--- src/rtl/led_scan_pkg.sv ---
package led_scan_pkg;
   localparam int unsigned ADDR_W = 4;
   localparam int unsigned DATA_W = 8;

   localparam logic [ADDR_W-1:0] ADDR_NOP       = 4'h0;
   localparam logic [ADDR_W-1:0] ADDR_DIG_FIRST = 4'h1;
   localparam logic [ADDR_W-1:0] ADDR_DIG_LAST  = 4'h8;
   localparam logic [ADDR_W-1:0] ADDR_DECODE    = 4'h9;
   localparam logic [ADDR_W-1:0] ADDR_BRIGHT    = 4'hA;
   localparam logic [ADDR_W-1:0] ADDR_LIMIT     = 4'hB;
   localparam logic [ADDR_W-1:0] ADDR_POWER     = 4'hC;
   localparam logic [ADDR_W-1:0] ADDR_TEST      = 4'hF;
endpackage

--- src/rtl/led_scan_regs.sv ---
module led_scan_regs
   import led_scan_pkg::*;
#(
   parameter int unsigned DIGITS   = 8,
   parameter int unsigned SEG_W    = 8,
   parameter int unsigned PWM_BITS = 4,
   localparam int unsigned IDX_W   = $clog2(DIGITS)
) (
   input  logic                          clk,
   input  logic                          rst_n,
   input  logic                          wr_en,
   input  logic [ADDR_W-1:0]             wr_addr,
   input  logic [DATA_W-1:0]             wr_data,
   output logic [DIGITS-1:0][SEG_W-1:0]  digits_q,
   output logic [PWM_BITS-1:0]           bright_q,
   output logic [IDX_W-1:0]              limit_q,
   output logic                          run_q,
   output logic                          test_q
);
   logic             hit_digit;
   logic [IDX_W-1:0] wr_idx;

   assign hit_digit = (wr_addr >= ADDR_DIG_FIRST) && (wr_addr <= ADDR_DIG_LAST);
   assign wr_idx    = IDX_W'(wr_addr - ADDR_DIG_FIRST);

   always_ff @(posedge clk or negedge rst_n) begin
      if (!rst_n) begin
         digits_q <= '0;
         bright_q <= '0;
         limit_q  <= '0;
         run_q    <= 1'b0;
         test_q   <= 1'b0;
      end else if (wr_en) begin
         if (hit_digit) begin
            digits_q[wr_idx] <= wr_data[SEG_W-1:0];
         end else begin
            unique case (wr_addr)
               ADDR_BRIGHT: bright_q <= wr_data[PWM_BITS-1:0];
               ADDR_LIMIT:  limit_q  <= wr_data[IDX_W-1:0];
               ADDR_POWER:  run_q    <= wr_data[0];
               ADDR_TEST:   test_q   <= wr_data[0];
               default:     ;
            endcase
         end
      end
   end

   AST_SINGLE_DIGIT_WRITE: assert property (@(posedge clk) disable iff (!rst_n)
      (wr_en && hit_digit) |=> ($countones($past(digits_q) ^ digits_q) <= SEG_W))
      else $error("digit write touched more than one register");
endmodule

--- src/rtl/led_scan_seq.sv ---
module led_scan_seq #(
   parameter int unsigned DIGITS   = 8,
   parameter int unsigned PWM_BITS = 4,
   parameter int unsigned PRESCALE = 2,
   localparam int unsigned IDX_W   = $clog2(DIGITS),
   localparam int unsigned PRE_W   = (PRESCALE > 1) ? $clog2(PRESCALE) : 1
) (
   input  logic                clk,
   input  logic                rst_n,
   input  logic                run,
   input  logic [IDX_W-1:0]    limit,
   output logic [IDX_W-1:0]    idx_q,
   output logic [PWM_BITS-1:0] phase_q
);
   logic step;
   logic slot_end;

   generate
      if (PRESCALE == 1) begin : g_no_pre
         assign step = run;
      end else begin : g_pre
         logic [PRE_W-1:0] pre_q;
         always_ff @(posedge clk or negedge rst_n) begin
            if (!rst_n)                           pre_q <= '0;
            else if (run && pre_q == PRE_W'(PRESCALE-1)) pre_q <= '0;
            else if (run)                          pre_q <= pre_q + 1'b1;
         end
         assign step = run && (pre_q == PRE_W'(PRESCALE-1));
      end
   endgenerate

   assign slot_end = step && (phase_q == '1);

   always_ff @(posedge clk or negedge rst_n) begin
      if (!rst_n) begin
         phase_q <= '0;
         idx_q   <= '0;
      end else if (step) begin
         phase_q <= phase_q + 1'b1;
         if (slot_end) idx_q <= (idx_q >= limit) ? '0 : idx_q + 1'b1;
      end
   end

   AST_SCAN_FROZEN: assert property (@(posedge clk) disable iff (!rst_n)
      !run |=> ($stable(idx_q) && $stable(phase_q)))
      else $error("scan moved while stopped");
   AST_WRAP_TO_ZERO: assert property (@(posedge clk) disable iff (!rst_n)
      (slot_end && idx_q >= limit) |=> (idx_q == '0))
      else $error("scan did not wrap to digit 0");
   AST_ADVANCE_ONE: assert property (@(posedge clk) disable iff (!rst_n)
      (slot_end && idx_q < limit) |=> (idx_q == IDX_W'($past(idx_q) + 1'b1)))
      else $error("scan skipped a digit");
endmodule

--- src/rtl/led_scan_drive.sv ---
module led_scan_drive #(
   parameter int unsigned DIGITS   = 8,
   parameter int unsigned SEG_W    = 8,
   parameter int unsigned PWM_BITS = 4,
   localparam int unsigned IDX_W   = $clog2(DIGITS)
) (
   input  logic [DIGITS-1:0][SEG_W-1:0] digits,
   input  logic [IDX_W-1:0]             idx,
   input  logic [PWM_BITS-1:0]          phase,
   input  logic [PWM_BITS-1:0]          bright,
   input  logic                         run,
   input  logic                         test,
   output logic [SEG_W-1:0]             seg,
   output logic [DIGITS-1:0]            dig_n
);
   always_comb begin
      seg   = '0;
      dig_n = '1;
      if (test) begin
         seg   = '1;
         dig_n = '0;
      end else if (run && (phase <= bright)) begin
         seg        = digits[idx];
         dig_n[idx] = 1'b0;
      end
   end
endmodule

--- src/rtl/led_scan_ctrl.sv ---
module led_scan_ctrl
   import led_scan_pkg::*;
#(
   parameter int unsigned DIGITS   = 8,
   parameter int unsigned SEG_W    = 8,
   parameter int unsigned PWM_BITS = 4,
   parameter int unsigned PRESCALE = 2,
   localparam int unsigned IDX_W   = $clog2(DIGITS)
) (
   input  logic              clk,
   input  logic              rst_n,
   input  logic              wr_en,
   input  logic [3:0]        wr_addr,
   input  logic [7:0]        wr_data,
   output logic [SEG_W-1:0]  seg_o,
   output logic [DIGITS-1:0] dig_n_o
);
   generate
      if (DIGITS < 2 || DIGITS > 8 || (1 << IDX_W) != DIGITS) begin : g_bad_digits
         $error("DIGITS must be a power of two from 2 to 8");
      end
      if (SEG_W < 1 || SEG_W > DATA_W) begin : g_bad_seg
         $error("SEG_W must fit the write data width");
      end
      if (PWM_BITS < 1 || PWM_BITS > DATA_W) begin : g_bad_pwm
         $error("PWM_BITS must fit the write data width");
      end
      if (PRESCALE < 1) begin : g_bad_pre
         $error("PRESCALE must be at least 1");
      end
   endgenerate

   logic [DIGITS-1:0][SEG_W-1:0] digits_q;
   logic [PWM_BITS-1:0]          bright_q;
   logic [IDX_W-1:0]             limit_q;
   logic                         run_q;
   logic                         test_q;
   logic [IDX_W-1:0]             idx_q;
   logic [PWM_BITS-1:0]          phase_q;

   led_scan_regs #(.DIGITS(DIGITS), .SEG_W(SEG_W), .PWM_BITS(PWM_BITS)) u_regs (
      .clk(clk), .rst_n(rst_n), .wr_en(wr_en), .wr_addr(wr_addr), .wr_data(wr_data),
      .digits_q(digits_q), .bright_q(bright_q), .limit_q(limit_q),
      .run_q(run_q), .test_q(test_q)
   );

   led_scan_seq #(.DIGITS(DIGITS), .PWM_BITS(PWM_BITS), .PRESCALE(PRESCALE)) u_seq (
      .clk(clk), .rst_n(rst_n), .run(run_q), .limit(limit_q),
      .idx_q(idx_q), .phase_q(phase_q)
   );

   led_scan_drive #(.DIGITS(DIGITS), .SEG_W(SEG_W), .PWM_BITS(PWM_BITS)) u_drive (
      .digits(digits_q), .idx(idx_q), .phase(phase_q), .bright(bright_q),
      .run(run_q), .test(test_q), .seg(seg_o), .dig_n(dig_n_o)
   );

   AST_BLANK_WHEN_OFF: assert property (@(posedge clk) disable iff (!rst_n)
      (!run_q && !test_q) |-> (seg_o == '0 && dig_n_o == '1))
      else $error("display lit during shutdown");
   AST_ONE_SELECT: assert property (@(posedge clk) disable iff (!rst_n)
      !test_q |-> ($countones(~dig_n_o) <= 1))
      else $error("several digit selects active");
   AST_TEST_ALL_ON: assert property (@(posedge clk) disable iff (!rst_n)
      test_q |-> (seg_o == '1 && dig_n_o == '0))
      else $error("test mode did not light everything");
   AST_DARK_PHASE: assert property (@(posedge clk) disable iff (!rst_n)
      (!test_q && phase_q > bright_q) |-> (dig_n_o == '1))
      else $error("digit lit outside its PWM window");
endmodule

--- config.mk ---
export PLATFORM = sky130hd
export DESIGN_NAME = led_scan_ctrl
export DESIGN_NICKNAME = d
export VERILOG_FILES = /design/src/rtl/led_scan_pkg.sv /design/src/rtl/led_scan_regs.sv /design/src/rtl/led_scan_seq.sv /design/src/rtl/led_scan_drive.sv /design/src/rtl/led_scan_ctrl.sv
export SDC_FILE = /design/constraint.sdc
export NUM_CORES = 1
export LEC_CHECK = 0
export ABC_AREA = 1
export BUFFER_PORTS_ARGS = -buffer_cell sky130_fd_sc_hd__buf_2
export CORE_MARGIN = 2
export CORE_UTILIZATION = 60
export CTS_CLUSTER_DIAMETER = 30
export CTS_CLUSTER_SIZE = 25
export DETAILED_ROUTE_END_ITERATION = 10
export PLACE_DENSITY = 0.79
export SLEW_MARGIN = 15
export SYNTH_ARGS = -nofsm -noshare
export SYNTH_HDL_FRONTEND = slang
export SYNTH_SLANG_ARGS = --single-unit
--- constraint.sdc ---
create_clock -name clk -period 3.5 [get_ports clk]
set_input_delay 0.175 -clock clk [delete_from_list [all_inputs] [get_ports clk]]
set_output_delay 0.175 -clock clk [all_outputs]
set_load 0.1 [all_outputs]
==> metrics.md <==
| Metric | Value |
|---|---|
| Run status | `finished with violations` |
| Violated checks | `negative hold slack` |
| CTS clk-pin slew, worst paths | `0.09 ns` |
| Congestion Overflow GR | `0` |
| Top delay family on crit path | `buffers and inverters` |
| Most common cell after layout, fill and taps aside | `nand2_1` |
| First-pass GRT wire length | `18,900 um` |
| CTS Sinks | `81` |
| Crit path cell chain | `inv_1 -> nand2_1 -> nand2_1 -> nand2_1 -> nand2_1 -> o21bai_1 -> buf_2` |
| FF-to-FF setup slack | `1.21 ns` |
| PwrDens | `665 nW/um^2` |
| RSZ-0062 raised after global routing | `false` |
| DP HPWL | `7690 um` |
| I/O Buffers | `30` |
| Max Clock Freq | `344 MHz` |
| Slew @ Worst Pin | `1.11 ns` |
| End of the critical path | `seg_o[1]` |
| Max Clock Skew | `0.00597 ns` |
| Worst R2R End | `u_seq.idx_q[0]$_DFFE_PN0P_` |
| Routed WL per cell | `13.3 um` |
| Num CTS Buffers | `9` |
| Fillcell total | `720` |
| Syn Nets | `747` |
| Clock Latency Late Sink | `0.36 ns` |
| Critical Path AT | `2.73 ns` |
| Final Setup Violations | `0` |
| Layout cells sized above 1 | `9.03%` |
| Synth area leaders | `dfrtp_1 42%, nand2_1 32%, inv_1 7.8%` |
| Clk buf depth | `2` |
| Crit start category | `register` |
| Pin count of the biggest net entering global routing | `82` |
| Detailed Routing Iterations Pass 1 | `5` |
| Antenna violations before repair | `0` |
| Critical Path Start | `u_seq.idx_q[1]$_DFFE_PN0P_` |
| Antenna Violating Nets Remaining | `0` |
| Final Core Density | `66.8%` |
| Area growth syn-to-layout | `7.64%` |
| Placer Congestion | `0.856` |
| HP Class | `in -> async` |
| Commonest non-fill, non-tap cells in the layout | `415 x nand2_1, 100 x inv_1, 81 x dfrtp_1, 29 x buf_2, 19 x nand3_1` |
| Root Buffer | `clkbuf_8` |
| Core box area | `7730 um^2` |
| Global Route Usage Sum | `28.3%` |
| CTS resizes | `0` |
| Slowest cell delay on critical path | `0.83 ns` |
| Post-synth top area share | `42.2%` |
| Depth of the CTS H-tree | `3` |
| Max Used Layer | `met4` |
| Initial Utilization | `62.1%` |
| # hold bufs at CTS | `0` |
| I/O pins | `31` |
| Post-Synthesis Cell Area | `4800 um^2` |
| CTS tree | `yes` |
| Leak | `3.04 nW` |
| Vias in the first global route | `3,954` |
| Routed wire length | `11,200 um` |
| Via density | `5.03` |
| Top cell by count, worst path | `nand2_1` |
| Syn Area/Cell | `6.67 um^2` |
| Cell depth of the worst flop-to-flop path | `8` |
| Max IR drop VDD | `332 uV` |
| Minimum hold slack | `-0.0168 ns` |
| Period utilization | `83.1%` |
| FF/Latch Area | `2030 um^2` |
| WS Path Type | `reg -> out` |
| Max Slew Vio Count | `0` |
| Detailed-route via count | `4,245` |
| Remaining DRCs | `0` |
| Synth warnings | `0` |
| Met1 WL | `5140 um` |
| Synth Instances | `719` |
| DRT iter0 DRCs | `293` |
| Slowest library cell on the worst path | `dfrtp_1` |
| Max_slew headroom | `25.8%` |
| Worst reg2reg path startpoint | `u_seq.idx_q[0]$_DFFE_PN0P_` |
| Total Nets Final | `765` |
| Cell variety after synth | `26` |
| Die Y | `93.4 um` |
| ANT cells | `0` |
| Max FO, Critical Path | `22` |
| Die X | `93.4 um` |
| Met2 routed WL | `5290 um` |
| Metal3 WL | `514 um` |
| Synth area leader | `dfrtp_1` |
| Rows | `32` |
| WP buf/inv | `2` |
| Setup Buffers After CTS | `0` |
| Area of the multi-input gates | `2260 um^2` |
| Critical path depth | `7` |
| FF+latch count, synth | `81` |
| Die area | `8730 um^2` |
| Critical Path End Type | `output port` |
| Hold Vio Cnt, Final | `12` |
| Sequential area share after synthesis | `42.2%` |
| CP required | `3.32 ns` |
| Max-capacitance violation count | `0` |
| Sum Neg Setup Slack | `0 ns` |
| Final min period | `2.91 ns` |
==> routing by layer <==
metal	vias to the layer above	track usage [%]
li1	2144	-
met1	1974	39.7
met2	105	45.4
met3	22	3.38
met4	0	10.2
met5	-	0
==> cells in the mapped netlist <==
library cell  number
nand4_1            6
mux2_2             2
clkbuf_1           5
a21boi_0           1
ha_1              13
nor2_4             8
clkinv_1           1
clkbuf_2           5
nor3_1             7
buf_1              2
o21bai_1           8
dfrtp_1           81
xor2_1             5
nand2_1          415
nand2_2            1
nand3_1           19
inv_2              2
nand2_4            4
nor2_1            14
inv_1            100
o21ai_0            3
a21oi_1            1
nand2_8            1
buf_4              1
buf_2             13
o21ai_1            1
==> flip-flops by register name, indices dropped and copies added, names as in the netlist <==
name	cells
u_regs.limit_q	3
u_regs.bright_q	4
u_seq.phase_q	4
u_regs.test_q	1
u_seq.g_pre.pre_q	1
u_regs.digits_q	64
u_seq.idx_q	3
u_regs.run_q	1
==> worst min-delay path by stage <==
stage,depth (start not counted),from,slack (ns),end
after floorplan,0,rst_n,-0.12,u_regs.bright_q[0]$_DFFE_PN0P_
after global placement,1,rst_n,0.41,u_regs.digits_q[47]$_DFFE_PN0P_
after detailed placement,1,rst_n,0.40,u_regs.digits_q[47]$_DFFE_PN0P_
after CTS,1,rst_n,0.02,u_regs.digits_q[49]$_DFFE_PN0P_
after global routing,1,rst_n,0.08,u_regs.digits_q[33]$_DFFE_PN0P_
final,1,rst_n,-0.02,u_regs.digits_q[47]$_DFFE_PN0P_
==> through the flow <==
step	total power, mW	cell area [um^2]	setup WS [ns]	cells	hold WS, ns
after global placement	2.75	4980	0.960	828	0.411
after global routing	3.68	5160	0.351	844	0.0829
after CTS	3.45	5160	0.565	844	0.0176
after floorplan	2.48	4800	0.664	719	-0.121
final	3.44	5160	0.593	844	-0.0168
after detailed placement	2.80	4980	0.971	828	0.402
==> cells by family (layout without fill, tap and decap cells) <==
| kind of cell | after synthesis | after routing | synth area share [%] |
|---|---|---|---|
| muxes | 2 | 2 | 0.469 |
| adders and majority gates | 13 | 13 | 3.39 |
| AOI/OAI and AO/OA | 14 | 14 | 1.93 |
| buffers and inverters | 129 | 152 | 10.6 |
| xor gates and xnor gates | 5 | 5 | 0.913 |
| and+or+nand+nor | 475 | 475 | 40.4 |
| DFF | 81 | 81 | 42.2 |
==> report_power, final <==
group	switching, mW	internal [mW]
Clock	0.375	0.285
Combinational	1.05	0.368
Sequential	0.164	1.19
Total	1.59	1.84
==> cell type report <==
type,instances,area share [%]
clock buffer,10,2.66
inverter,103,7.49
sequential,81,39.2
multi-input combinational,509,43.8
tap,102,2.47
timing repair buffer,33,3.39
clock inverter,6,0.969
(Power assumes the default switching activity.)
